==> src/rtl/trap_entry_pkg.sv <==
package trap_entry_pkg;
  // status word bit positions
  localparam int SR_SUPER = 0;
  localparam int SR_TICKEN = 1;
  localparam int SR_IRQEN = 2;
  localparam int SR_DXLAT = 5;
  localparam int SR_IXLAT = 6;
  localparam int SR_DSEXC = 13;

  // strobes from control to datapath
  typedef struct packed {
    logic take;
    logic dsAdj;
    logic callAdj;
    logic raiseErr;
  } trapCtl_t;
endpackage

==> src/rtl/trap_entry_ctrl.sv <==
module trap_entry_ctrl
  import trap_entry_pkg::*;
#(
  parameter int NUM_EXC = 16,
  parameter int CODE_W = 4,
  parameter int SYSCALL_CODE = 12,
  parameter int TICK_CODE = 5,
  parameter int EXT_CODE = 8
) (
  input  logic              clk,
  input  logic              rstN,
  input  logic              excValid,
  input  logic [CODE_W-1:0] excCode,
  input  logic              inDelaySlot,
  input  logic              extIrq,
  input  logic              tickIrq,
  input  logic              tickEn,
  input  logic              irqEn,
  output trapCtl_t          ctl,
  output logic [CODE_W-1:0] selCode
);
  localparam int CODE_SPAN = 2 ** CODE_W;

  logic excPrev;
  logic excNew;
  logic codeInRange;
  logic codeOk;
  logic tickOk;
  logic extOk;

  always_ff @(posedge clk) begin
    if (!rstN) excPrev <= 1'b0;
    else       excPrev <= excValid;
  end

  assign excNew = excValid && !excPrev;

  generate
    if (NUM_EXC >= CODE_SPAN) begin : g_fullRange
      assign codeInRange = 1'b1;
    end else begin : g_partRange
      assign codeInRange = (excCode < CODE_W'(NUM_EXC));
    end
  endgenerate

  assign codeOk = (excCode != '0) && codeInRange;
  assign tickOk = tickIrq && tickEn;
  assign extOk = extIrq && irqEn;

  always_comb begin
    ctl = '0;
    selCode = '0;
    ctl.dsAdj = inDelaySlot;
    if (excNew) begin
      if (codeOk) begin
        ctl.take = 1'b1;
        selCode = excCode;
        ctl.callAdj = (excCode == CODE_W'(SYSCALL_CODE));
      end else begin
        ctl.raiseErr = 1'b1;
      end
    end else if (tickOk) begin
      ctl.take = 1'b1;
      selCode = CODE_W'(TICK_CODE);
    end else if (extOk) begin
      ctl.take = 1'b1;
      selCode = CODE_W'(EXT_CODE);
    end
  end
endmodule

==> src/rtl/trap_entry_dp.sv <==
module trap_entry_dp
  import trap_entry_pkg::*;
#(
  parameter int PC_W = 32,
  parameter int SR_W = 16,
  parameter int CODE_W = 4,
  parameter int VEC_SHIFT = 8
) (
  input  logic              clk,
  input  logic              rstN,
  input  trapCtl_t          ctl,
  input  logic [CODE_W-1:0] selCode,
  input  logic [PC_W-1:0]   curPc,
  input  logic [SR_W-1:0]   curSr,
  output logic              taken,
  output logic [PC_W-1:0]   newPc,
  output logic [PC_W-1:0]   savedPc,
  output logic [SR_W-1:0]   savedSr,
  output logic [SR_W-1:0]   nextSr,
  output logic              tlbFlush,
  output logic              clrDelaySlot,
  output logic              badCode
);
  localparam logic [PC_W-1:0] INSN_BYTES = PC_W'(4);

  logic [PC_W-1:0] retPc;
  logic [PC_W-1:0] vecPc;
  logic [SR_W-1:0] srMod;

  always_comb begin
    retPc = curPc;
    if (ctl.dsAdj) retPc = retPc - INSN_BYTES;
    if (ctl.callAdj) retPc = retPc + INSN_BYTES;
  end

  assign vecPc = PC_W'(selCode) << VEC_SHIFT;

  always_comb begin
    srMod = curSr;
    srMod[SR_DXLAT] = 1'b0;
    srMod[SR_IXLAT] = 1'b0;
    srMod[SR_IRQEN] = 1'b0;
    srMod[SR_TICKEN] = 1'b0;
    srMod[SR_SUPER] = 1'b1;
    if (ctl.dsAdj) srMod[SR_DSEXC] = 1'b1;
  end

  always_ff @(posedge clk) begin
    if (!rstN) begin
      taken <= 1'b0;
      tlbFlush <= 1'b0;
      clrDelaySlot <= 1'b0;
      badCode <= 1'b0;
      newPc <= '0;
      savedPc <= '0;
      savedSr <= '0;
      nextSr <= '0;
    end else begin
      taken <= ctl.take;
      tlbFlush <= ctl.take;
      clrDelaySlot <= ctl.take && ctl.dsAdj;
      badCode <= ctl.raiseErr;
      if (ctl.take) begin
        newPc <= vecPc;
        savedPc <= retPc;
        savedSr <= curSr;
        nextSr <= srMod;
      end
    end
  end
endmodule

==> src/rtl/trap_entry.sv <==
module trap_entry
  import trap_entry_pkg::*;
#(
  parameter int PC_W = 32,
  parameter int SR_W = 16,
  parameter int NUM_EXC = 16,
  parameter int CODE_W = 4,
  parameter int VEC_SHIFT = 8,
  parameter int SYSCALL_CODE = 12,
  parameter int TICK_CODE = 5,
  parameter int EXT_CODE = 8
) (
  input  logic              clk,
  input  logic              rstN,
  input  logic [PC_W-1:0]   curPc,
  input  logic [SR_W-1:0]   curSr,
  input  logic              inDelaySlot,
  input  logic              excValid,
  input  logic [CODE_W-1:0] excCode,
  input  logic              extIrq,
  input  logic              tickIrq,
  output logic              taken,
  output logic [PC_W-1:0]   newPc,
  output logic [PC_W-1:0]   savedPc,
  output logic [SR_W-1:0]   savedSr,
  output logic [SR_W-1:0]   nextSr,
  output logic              tlbFlush,
  output logic              clrDelaySlot,
  output logic              badCode
);
  trapCtl_t ctl;
  logic [CODE_W-1:0] selCode;

  trap_entry_ctrl #(
    .NUM_EXC(NUM_EXC), .CODE_W(CODE_W), .SYSCALL_CODE(SYSCALL_CODE),
    .TICK_CODE(TICK_CODE), .EXT_CODE(EXT_CODE)
  ) i_ctrl (
    .clk(clk), .rstN(rstN), .excValid(excValid), .excCode(excCode),
    .inDelaySlot(inDelaySlot), .extIrq(extIrq), .tickIrq(tickIrq),
    .tickEn(curSr[SR_TICKEN]), .irqEn(curSr[SR_IRQEN]),
    .ctl(ctl), .selCode(selCode)
  );

  trap_entry_dp #(
    .PC_W(PC_W), .SR_W(SR_W), .CODE_W(CODE_W), .VEC_SHIFT(VEC_SHIFT)
  ) i_dp (
    .clk(clk), .rstN(rstN), .ctl(ctl), .selCode(selCode),
    .curPc(curPc), .curSr(curSr), .taken(taken), .newPc(newPc),
    .savedPc(savedPc), .savedSr(savedSr), .nextSr(nextSr),
    .tlbFlush(tlbFlush), .clrDelaySlot(clrDelaySlot), .badCode(badCode)
  );
endmodule

==> config.mk <==
export PLATFORM = sky130hd
export DESIGN_NAME = trap_entry
export DESIGN_NICKNAME = d
export VERILOG_FILES = /design/src/rtl/trap_entry_pkg.sv /design/src/rtl/trap_entry_ctrl.sv /design/src/rtl/trap_entry_dp.sv /design/src/rtl/trap_entry.sv
export SDC_FILE = /design/constraint.sdc
export NUM_CORES = 1
export LEC_CHECK = 0
export BUFFER_PORTS_ARGS = -buffer_cell sky130_fd_sc_hd__buf_4
export CAP_MARGIN = 20
export CORE_ASPECT_RATIO = 1.75
export CORE_MARGIN = 5
export CORE_UTILIZATION = 46
export CTS_CLUSTER_SIZE = 12
export DETAILED_ROUTE_END_ITERATION = 6
export PLACE_DENSITY = 0.81
export REMOVE_ABC_BUFFERS = 1
export SLEW_MARGIN = 0
export SYNTH_ARGS = -nofsm -noshare
export SYNTH_HDL_FRONTEND = slang
export SYNTH_HIERARCHICAL = 1
export SYNTH_SLANG_ARGS = --single-unit
==> constraint.sdc <==
create_clock -name clk -period 3.2 [get_ports clk]
set_input_delay 0.64 -clock clk [delete_from_list [all_inputs] [get_ports clk]]
set_output_delay 0.64 -clock clk [all_outputs]
set_load 0.05 [all_outputs]
Word-level counts from Yosys, hierarchy flattened. Cells that the tools add are included.

Equal/unequal tests: 1. Reductions and logical operators: 7. Add/subtract/negate cells: 2. Muxes and demuxes: 14.

Operators with widths (count): $mux W32 (2); $add A32 B3 Y32 const B (1); $sub A32 B3 Y32 const B (1); $mux W4 (4); $mux W1 (7); $eq A4 B4 Y1 const B (1); $logic_and A1 B1 Y1 (4); $reduce_bool A4 Y1 (1); $mux W2 (1); $reduce_and A2 Y1 (1); $logic_not A1 Y1 (1).

Bits in registers: 68. Bits of input ports: 58.

Longest topological paths before layout. Gate-level depths: netlist of the first run.

Depth in word-level cells: 5. Depth in mapped cells: 12. Mapped depth without buffers: 10.

Modules after synthesis. Netlist of the first run, hierarchy kept.

By module, submodules not included: trap_entry_dp (seq. area each 1141.1 um^2, area an instance 4140.2 um^2, times used 1, cells an instance 488); trap_entry_ctrl (seq. area each 20.0 um^2, area an instance 166.4 um^2, times used 1, cells an instance 18).

Worst setup path after synthesis of the first run. OpenSTA, ideal clock, no wires.

Path kind: input -> register. Start: in inDelaySlot. End: reg i_dp.savedPc[22]. Stages: 11. Data required time: 3082 ps. Arrival time: 3135 ps. Setup slack: -53 ps. Buffers on the path: 3. Path through: buf_4 > buf_4 > or4b_1 > buf_2 > mux2_1 > a2bb2oi_1 > a211oi_1 > nand3_1 > or3_1 > nand3_1 > a21boi_1.

Longest elaborated chain between the ends: 3.

Ends and longest elaborated chain: start, declared (RTL line trap_entry.sv:17) `input logic inDelaySlot,`; $mux W32 * (RTL line trap_entry_dp.sv:32) `if (ctl.dsAdj) retPc = retPc - INSN_BYTES;`; $add A32 B3 Y32 (RTL line trap_entry_dp.sv:33) `if (ctl.callAdj) retPc = retPc + INSN_BYTES;`; $mux W32 * (RTL line trap_entry_dp.sv:33); end signal, assigned (RTL line trap_entry_dp.sv:65) `savedPc <= retPc;`; end, declared (RTL line trap_entry_dp.sv:17) `output logic [PC_W-1:0] savedPc,`.

Mark *: on every way between the ends. The rest lies on a longest branch, timed or not. A chain may end at the register's enable or synchronous reset.

Worst setup path in the final report of the first run.
Start: in curPc[4]. End: reg i_dp.savedPc[12].

Longest elaborated chain between the ends: 4.

Ends and longest elaborated chain: start, declared (RTL line trap_entry.sv:15) `input logic [PC_W-1:0] curPc,`; $sub A32 B3 Y32 (RTL line trap_entry_dp.sv:32); $mux W32 * (RTL line trap_entry_dp.sv:32); $add A32 B3 Y32 (RTL line trap_entry_dp.sv:33); $mux W32 * (RTL line trap_entry_dp.sv:33).

Marked as above.

==> results of run 1 <==
-- registers in the layout, summed over array words and instances (netlist names) --
| signal | cells |
|---|---|
| i_ctrl/excPrev | 1 |
| i_dp/savedSr | 16 |
| i_dp/badCode | 1 |
| i_dp/newPc | 4 |
| i_dp/savedPc | 32 |
| i_dp/clrDelaySlot | 1 |
| i_dp/nextSr | 2 |
| i_dp/tlbFlush | 1 |
-- how the worst min path moves through the flow --
stage                   startpoint        endpoint  slack, ns  cells after the start
floorplan           i_ctrl/excPrev  i_dp/newPc[11]       0.70                      4
global placement    i_dp/nextSr[0]  i_dp/nextSr[0]       0.44                      1
detailed placement  i_dp/nextSr[0]  i_dp/nextSr[0]       0.44                      1
CTS                 i_dp/nextSr[0]  i_dp/nextSr[0]       0.45                      1
global route        i_dp/nextSr[0]  i_dp/nextSr[0]       0.49                      1
finish              i_dp/nextSr[0]  i_dp/nextSr[0]       0.45                      1
-- critical path: cells and delay by family --
kind	cells	cell delay [ns]
compound gates	5	1.18
xor+xnor	1	0.11
buf+inv	4	0.65
simple gates	2	0.69
-- power groups by stage --
stage / registers, mW / logic [mW] / clock network (mW)
after floorplan: 1.06 / 0.296 / 0
after global placement: 0.824 / 0.792 / 0
after detailed placement: 0.827 / 0.804 / 0
after CTS: 0.813 / 0.805 / 0.993
after global routing: 0.819 / 0.845 / 1.03
final: 0.812 / 0.803 / 0.972
-- routing by layer --
metal | wire, µm | up-vias
li1 | - | 2056
met1 | 4370 | 1969
met2 | 6560 | 192
met3 | 929 | 35
met4 | 501 | 0
met5 | 0 | -
-- layout by cell type, fill, tap and decap left out, types with 12 or more instances in the layout --
cell      count
buf_4       199
dfxtp_1      58
mux2i_1      41
nor2b_1      37
conb_1       32
nor2_1       26
xor2_1       24
nand3_1      24
nand2_1      23
xnor2_1      13
nand3b_1     12
nor3_1       12
nand4_1      12
-- stage by stage --
stage	util [%]	setup TNS (ns)
after floorplan	-	-101.81
after global placement	61.7	-0.251
after detailed placement	61.7	-1.29
after CTS	65.1	0
after global routing	65.1	0
final	65.1	0
-- area by class of cell --
cell class	instances	area (µm²)	area share, %
multi-input cells	399	2770	46.8
repair buffers	200	1510	25.6
flip-flops and latches	58	1160	19.6
clock buffers	10	239	4.03
well taps	120	150	2.53
clock inverters	6	66.3	1.12
inverters	5	18.8	0.317
-- kinds of logic (layout without fill, tap and decap cells) --
kind of cell               after synthesis  after routing  share of synthesized area (%)
and+or+nand+nor                        216            216                           30.3
buffers and inverters                   80            221                           11.7
AOI/OAI and AO/OA                       63             63                           10.6
DFF                                     58             58                           27.0
muxes                                   47             47                           11.2
xor gates and xnor gates                39             39                           8.54
adders and majority gates                2              2                          0.581
other                                    1             32                         0.0871
-- timing repair --
| item | CTS | global route |
|---|---|---|
| gates resized for setup | 0 | 1 |
| setup endpoints to repair | 0 | 2 |
| hold buffers | 0 | 0 |
| setup buffers | 0 | 0 |
==> impl_metrics.py, run 1 <==
metrics = {
    "clocking": {
        "cts_sinks": 58,
        "path_clk_slew_ns": 0.05,
        "clk_latency_ns": 0.33,
        "cts_inserted_buffers": 9,
        "cts.htree.levels": 3,
        "cts_tree": "built",
        "cts_buffer_depth": 2,
        "cts_root_buf": "clkbuf_16",
    },
    "logic_synthesis": {
        "synthFlopType": "dfxtp_1",
        "ys_ff_latch": 58,
        "synth_area_um2": 4310,
        "syn_area_per_cell_um2": 8.51,
        "synthCells": 506,
        "synth_area_leaders": "dfxtp_1, mux2i_1, buf_4",
        "ys_top_cells_by_count": "dfxtp_1, buf_4, mux2i_1",
        "synth_sequential_area_ratio_pct": 27.0,
        "synth_edf_count": 0,
        "synthArstFlopShare_pct": 0,
        "yosysMostFrequentCell": "dfxtp_1",
        "ys_warn_count": 6,
        "synth_cell_types": 76,
        "synth_top_area_share_pct": 27.0,
        "synth_top_area_cell": "dfxtp_1",
    },
    "finish": {
        "num_antenna_cells": 0,
        "fin_cells": 798,
        "final_layout_size_suffix_gt1_share_pct": 36.4,
        "finalNetCount": 733,
        "area_growth_pct": 37.5,
        "design_area_um2": 5920,
        "fillers": 812,
    },
    "detailed_routing": {
        "dr.pass1.iters": 4,
        "drt-initial-drc-count": 174,
        "ant_nets": 0,
        "viasPerCell": 5.33,
        "vias": 4252,
        "wirelength_um": 12400,
        "drc": 0,
        "wl_per_cell_um": 15.5,
    },
    "sta": {
        "tightest_slew_ns": 0.584,
        "drv_slew": 0,
        "whs_ns": 0.450,
        "max_freq_mhz": 327,
        "hold_viol": 0,
        "finalSetupViolCount": 0,
        "timing.final.crit_share_pct": 95.6,
        "min_period_ns": 3.06,
        "fin_ws_ns": 0.140,
        "max_slew_margin_pct": 60.7,
        "rsz0062_at_grt": "no",
        "skew_ns": 0.00518,
    },
    "global_route": {
        "use_met2_pct": 38.5,
        "antenna_found_initial": 0,
        "use_met1_pct": 19.8,
        "busiest_layer": "met2",
        "grt_pass1_wl_um": 19400,
        "grt_pass1_vias": 4135,
        "track_usage_pct": 20.5,
        "grt.overflow.total": 0,
        "gr-usage-met3_pct": 5.59,
        "grt_start_max_net_pins": 62,
    },
    "pwr": {
        "comb_power_share_pct": 31.0,
        "peakVddDrop_v": 0.000315,
        "p_total_mw": 2.59,
        "intPower_mw": 1.68,
        "clockPowerShare_pct": 37.6,
        "seqPwrFrac_pct": 31.4,
        "leakage_nw": 2.71,
        "p_per_area_nw_per_um2": 437,
        "switching_share_pct": 35.1,
        "switchingPower_mw": 0.908,
    },
    "setup_path": {
        "path_class": "in2reg",
        "max_stage_delay_ns": 0.51,
        "path_cells": "buf_4 > or4b_1 > buf_4 > buf_4 > and2_1 > o211ai_1 > a211oi_1 > buf_4 > a2111oi_0 > a31o_2 > xnor2_1 > a21oi_1",
        "crit_fanout": 8,
        "rrSetupSlack_ns": 0.76,
        "r2r_cells": 10,
        "critPathLaunchType": "primary input",
        "crit_path_frequent_cell": "buf_4",
        "cpMaxStageDelayCell": "or4b_1",
        "critPathLaunch": "curPc[4]",
        "worstPathRequired_ns": 3.40,
        "r2r-start": "i_ctrl/excPrev",
        "crit_path_end_kind": "register",
        "critPathCapture": "i_dp/savedPc[12]",
        "cp.arrival_ns": 3.26,
        "rr_endpoint": "i_dp/savedPc[22]",
    },
    "floorplanning": {
        "start_util_pct": 47.4,
        "io_pins": 158,
        "num_rows": 46,
        "die_h_um": 138,
        "dieWidth_um": 83.1,
        "coreArea_um2": 9090,
        "die_area_um2": 11500,
    },
    "hold_path": {
        "hold_class": "reg2reg",
    },
    "place": {
        "io_buffer_count": 125,
        "place_congestion": 0.890,
        "pre_cts_ws_ns": -0.191,
        "dpl.hpwl_um": 9920,
        "placed_cell_area_um2": 5610,
        "dp.cells": 782,
    },
    "run": {
        "max_cap_viol_count": 0,
    },
    "run_status": {
        "status": "finished clean",
    },
}
(Power assumes the default switching activity.)
==> run 2, diff against run 1 <==
--- a/config.mk
+++ b/config.mk
@@ -6,13 +6,13 @@
 export NUM_CORES = 1
 export LEC_CHECK = 0
 export BUFFER_PORTS_ARGS = -buffer_cell sky130_fd_sc_hd__buf_4
-export CAP_MARGIN = 20
 export CORE_ASPECT_RATIO = 1.75
 export CORE_MARGIN = 5
-export CORE_UTILIZATION = 46
+export CORE_UTILIZATION = 54
 export CTS_CLUSTER_SIZE = 12
 export DETAILED_ROUTE_END_ITERATION = 6
-export PLACE_DENSITY = 0.81
+export GPL_TIMING_DRIVEN = 0
+export PLACE_DENSITY = 0.89
 export REMOVE_ABC_BUFFERS = 1
 export SLEW_MARGIN = 0
 export SYNTH_ARGS = -nofsm -noshare
==> constraint.sdc (replaced) <==
create_clock -name clk -period 3.64 [get_ports clk]
set_input_delay 0.728 -clock clk [delete_from_list [all_inputs] [get_ports clk]]
set_output_delay 0.728 -clock clk [all_outputs]
set_load 0.05 [all_outputs]
==> run 2 against run 1 <==
Wire length fell by 9.3%. Worst setup slack improved by 0.091 ns. Clock skew rose by 0.0014 ns. First-iteration DRC count rose by 78%. Critical path type unchanged. Largest power group unchanged. Highest routed layer unchanged.
==> impl_metrics.py, run 2 (synthesized netlist as in run 1, its figures left out) <==
metrics = {
    "pwr": {
        "p_per_area_nw_per_um2": 424,
        "peakVddDrop_v": 0.000361,
        "p_total_mw": 2.30,
        "leakage_nw": 2.39,
        "clockPowerShare_pct": 39.3,
        "intPower_mw": 1.52,
        "switchingPower_mw": 0.775,
        "comb_power_share_pct": 29.6,
        "switching_share_pct": 33.7,
        "seqPwrFrac_pct": 31.1,
    },
    "place": {
        "io_buffer_count": 125,
        "place_congestion": 0.978,
        "dpl.hpwl_um": 8490,
    },
    "floorplanning": {
        "num_rows": 43,
        "start_util_pct": 54.8,
        "io_pins": 158,
        "die_area_um2": 9930,
        "dieWidth_um": 77.5,
        "coreArea_um2": 7860,
        "die_h_um": 128,
    },
    "global_route": {
        "busiest_layer": "met2",
        "gr-usage-met3_pct": 6.40,
        "grt_pass1_vias": 3848,
        "use_met1_pct": 23.0,
        "grt_pass1_wl_um": 18100,
        "use_met2_pct": 38.8,
        "antenna_found_initial": 0,
        "grt.overflow.total": 0,
        "grt_start_max_net_pins": 61,
        "track_usage_pct": 22.2,
    },
    "clocking": {
        "cts_tree": "built",
        "cts.htree.levels": 3,
        "clk_latency_ns": 0.33,
        "cts_root_buf": "clkbuf_16",
        "cts_sinks": 58,
        "ctsHoldBuffers": 0,
        "path_clk_slew_ns": 0.05,
        "cts_inserted_buffers": 9,
        "cts_buffer_depth": 2,
    },
    "sta": {
        "max_slew_margin_pct": 47.3,
        "timing.final.crit_share_pct": 93.7,
        "skew_ns": 0.00654,
        "fin_setup_tns_ns": 0,
        "hold_viol": 0,
        "finalSetupViolCount": 0,
        "drv_slew": 0,
        "min_period_ns": 3.41,
        "rsz0062_at_grt": "no",
        "tightest_slew_ns": 0.774,
        "max_freq_mhz": 293,
    },
    "hold_path": {
        "hold_depth": 1,
        "min_from": "i_dp/nextSr[0]",
        "hold_class": "reg2reg",
        "whs_endpoint": "i_dp/nextSr[0]",
    },
    "finish": {
        "multi_input_area_um2": 2810,
        "top_register": "i_dp/savedPc",
        "final_common_cell": "buf_4",
        "finalNetCount": 662,
        "utilization_pct": 69.0,
        "regArea_um2": 1160,
        "reg_top3": "i_dp/savedPc: 32 flops, i_dp/savedSr: 16 flops, i_dp/newPc: 4 flops",
        "largest_reg_flops": 32,
        "final_cell_mix": "buf_4, dfxtp_1, mux2i_1, nor2b_1, conb_1",
        "fillers": 633,
        "area_growth_pct": 25.8,
        "final_layout_size_suffix_gt1_share_pct": 29.5,
        "num_antenna_cells": 0,
    },
    "setup_path": {
        "crit_fanout": 6,
        "rrSetupSlack_ns": 0.89,
        "worstPathRequired_ns": 3.85,
        "r2r-start": "i_ctrl/excPrev",
        "rr_endpoint": "i_dp/savedPc[27]",
        "critPathLaunchType": "primary input",
        "path_class": "in2reg",
        "crit_path_end_kind": "register",
        "cp.arrival_ns": 3.62,
        "r2r_cells": 8,
    },
    "detailed_routing": {
        "drt-initial-drc-count": 310,
        "wirelength_um": 11200,
        "vias": 4013,
        "drc": 0,
        "viasPerCell": 5.76,
        "dr.pass1.iters": 5,
        "ant_nets": 0,
        "wl_per_cell_um": 16.1,
    },
    "run": {
        "max_cap_viol_count": 0,
    },
    "run_status": {
        "status": "finished clean",
    },
}
run 2: changes by cell type in the layout (fill, tap and decap cells not counted), sizes merged:
cell,previous run,this run
clkbuf,10,11
clkinvlp,3,1
bufinv,1,2
buf,200,129
run 2: area by class of cell:
class                           instances  area share (%)
Clock inverter                          5            1.43
Timing Repair Buffer                  129            18.5
Inverter                                5           0.346
Tap cell                               90            2.08
Multi-Input combinational cell        399            51.8
Sequential cell                        58            21.4
Clock buffer                           11            4.48
run 2: timing repair:
item,in CTS,in global routing
gates resized for setup,1,6
buffers inserted,0,2
pin swaps,0,1
setup endpoints to repair,1,6
run 2: through the flow:
| step | cell area [µm²] | std cells | setup WS, ns | hold WS, ns |
|---|---|---|---|---|
| floorplan | 3940 | 462 | -2.54 | 0.697 |
| global placement | 4990 | 677 | -4.49 | 0.439 |
| detailed placement | 5050 | 679 | -0.349 | 0.447 |
| CTS | 5370 | 695 | 0.0416 | 0.467 |
| global route | 5420 | 697 | 0.0985 | 0.482 |
| finish | 5420 | 697 | 0.231 | 0.459 |
run 2: routing by layer:
layer  part of all wire (%)  wire, µm
met5                      0         0
met4                    4.3       483
met1                     35      3920
met3                    8.6       965
met2                     52      5840
run 2: power groups by stage:
| stage | Combinational (mW) | Sequential, mW | Clock (mW) |
|---|---|---|---|
| finish | 0.680 | 0.714 | 0.904 |
| global route | 0.717 | 0.721 | 0.955 |
| CTS | 0.677 | 0.715 | 0.921 |
| detailed placement | 0.675 | 0.727 | 0 |
| global placement | 0.670 | 0.724 | 0 |
| floorplan | 0.260 | 0.928 | 0 |
run 2: how the worst max path moves through the flow:
stage                       end  startpoint  cells after the start
6_report       i_dp/savedPc[27]   curPc[16]                      9
4_1_cts        i_dp/savedPc[27]   curPc[12]                      9
3_3_place_gp   i_dp/savedPc[26]    excValid                      6
3_5_place_dp   i_dp/savedPc[27]    curPc[2]                     11
5_1_grt        i_dp/savedPc[31]   curPc[16]                      9
2_1_floorplan  i_dp/savedPc[26]    excValid                      5
run 2: worst max-delay path, stage by stage:
cell	delay, ns
buf_4	0.13
or4_1	0.67
nor4_2	0.44
nand3_1	0.32
nor4_1	0.39
or2_0	0.21
nand4b_1	0.18
and3_1	0.24
a311o_1	0.30
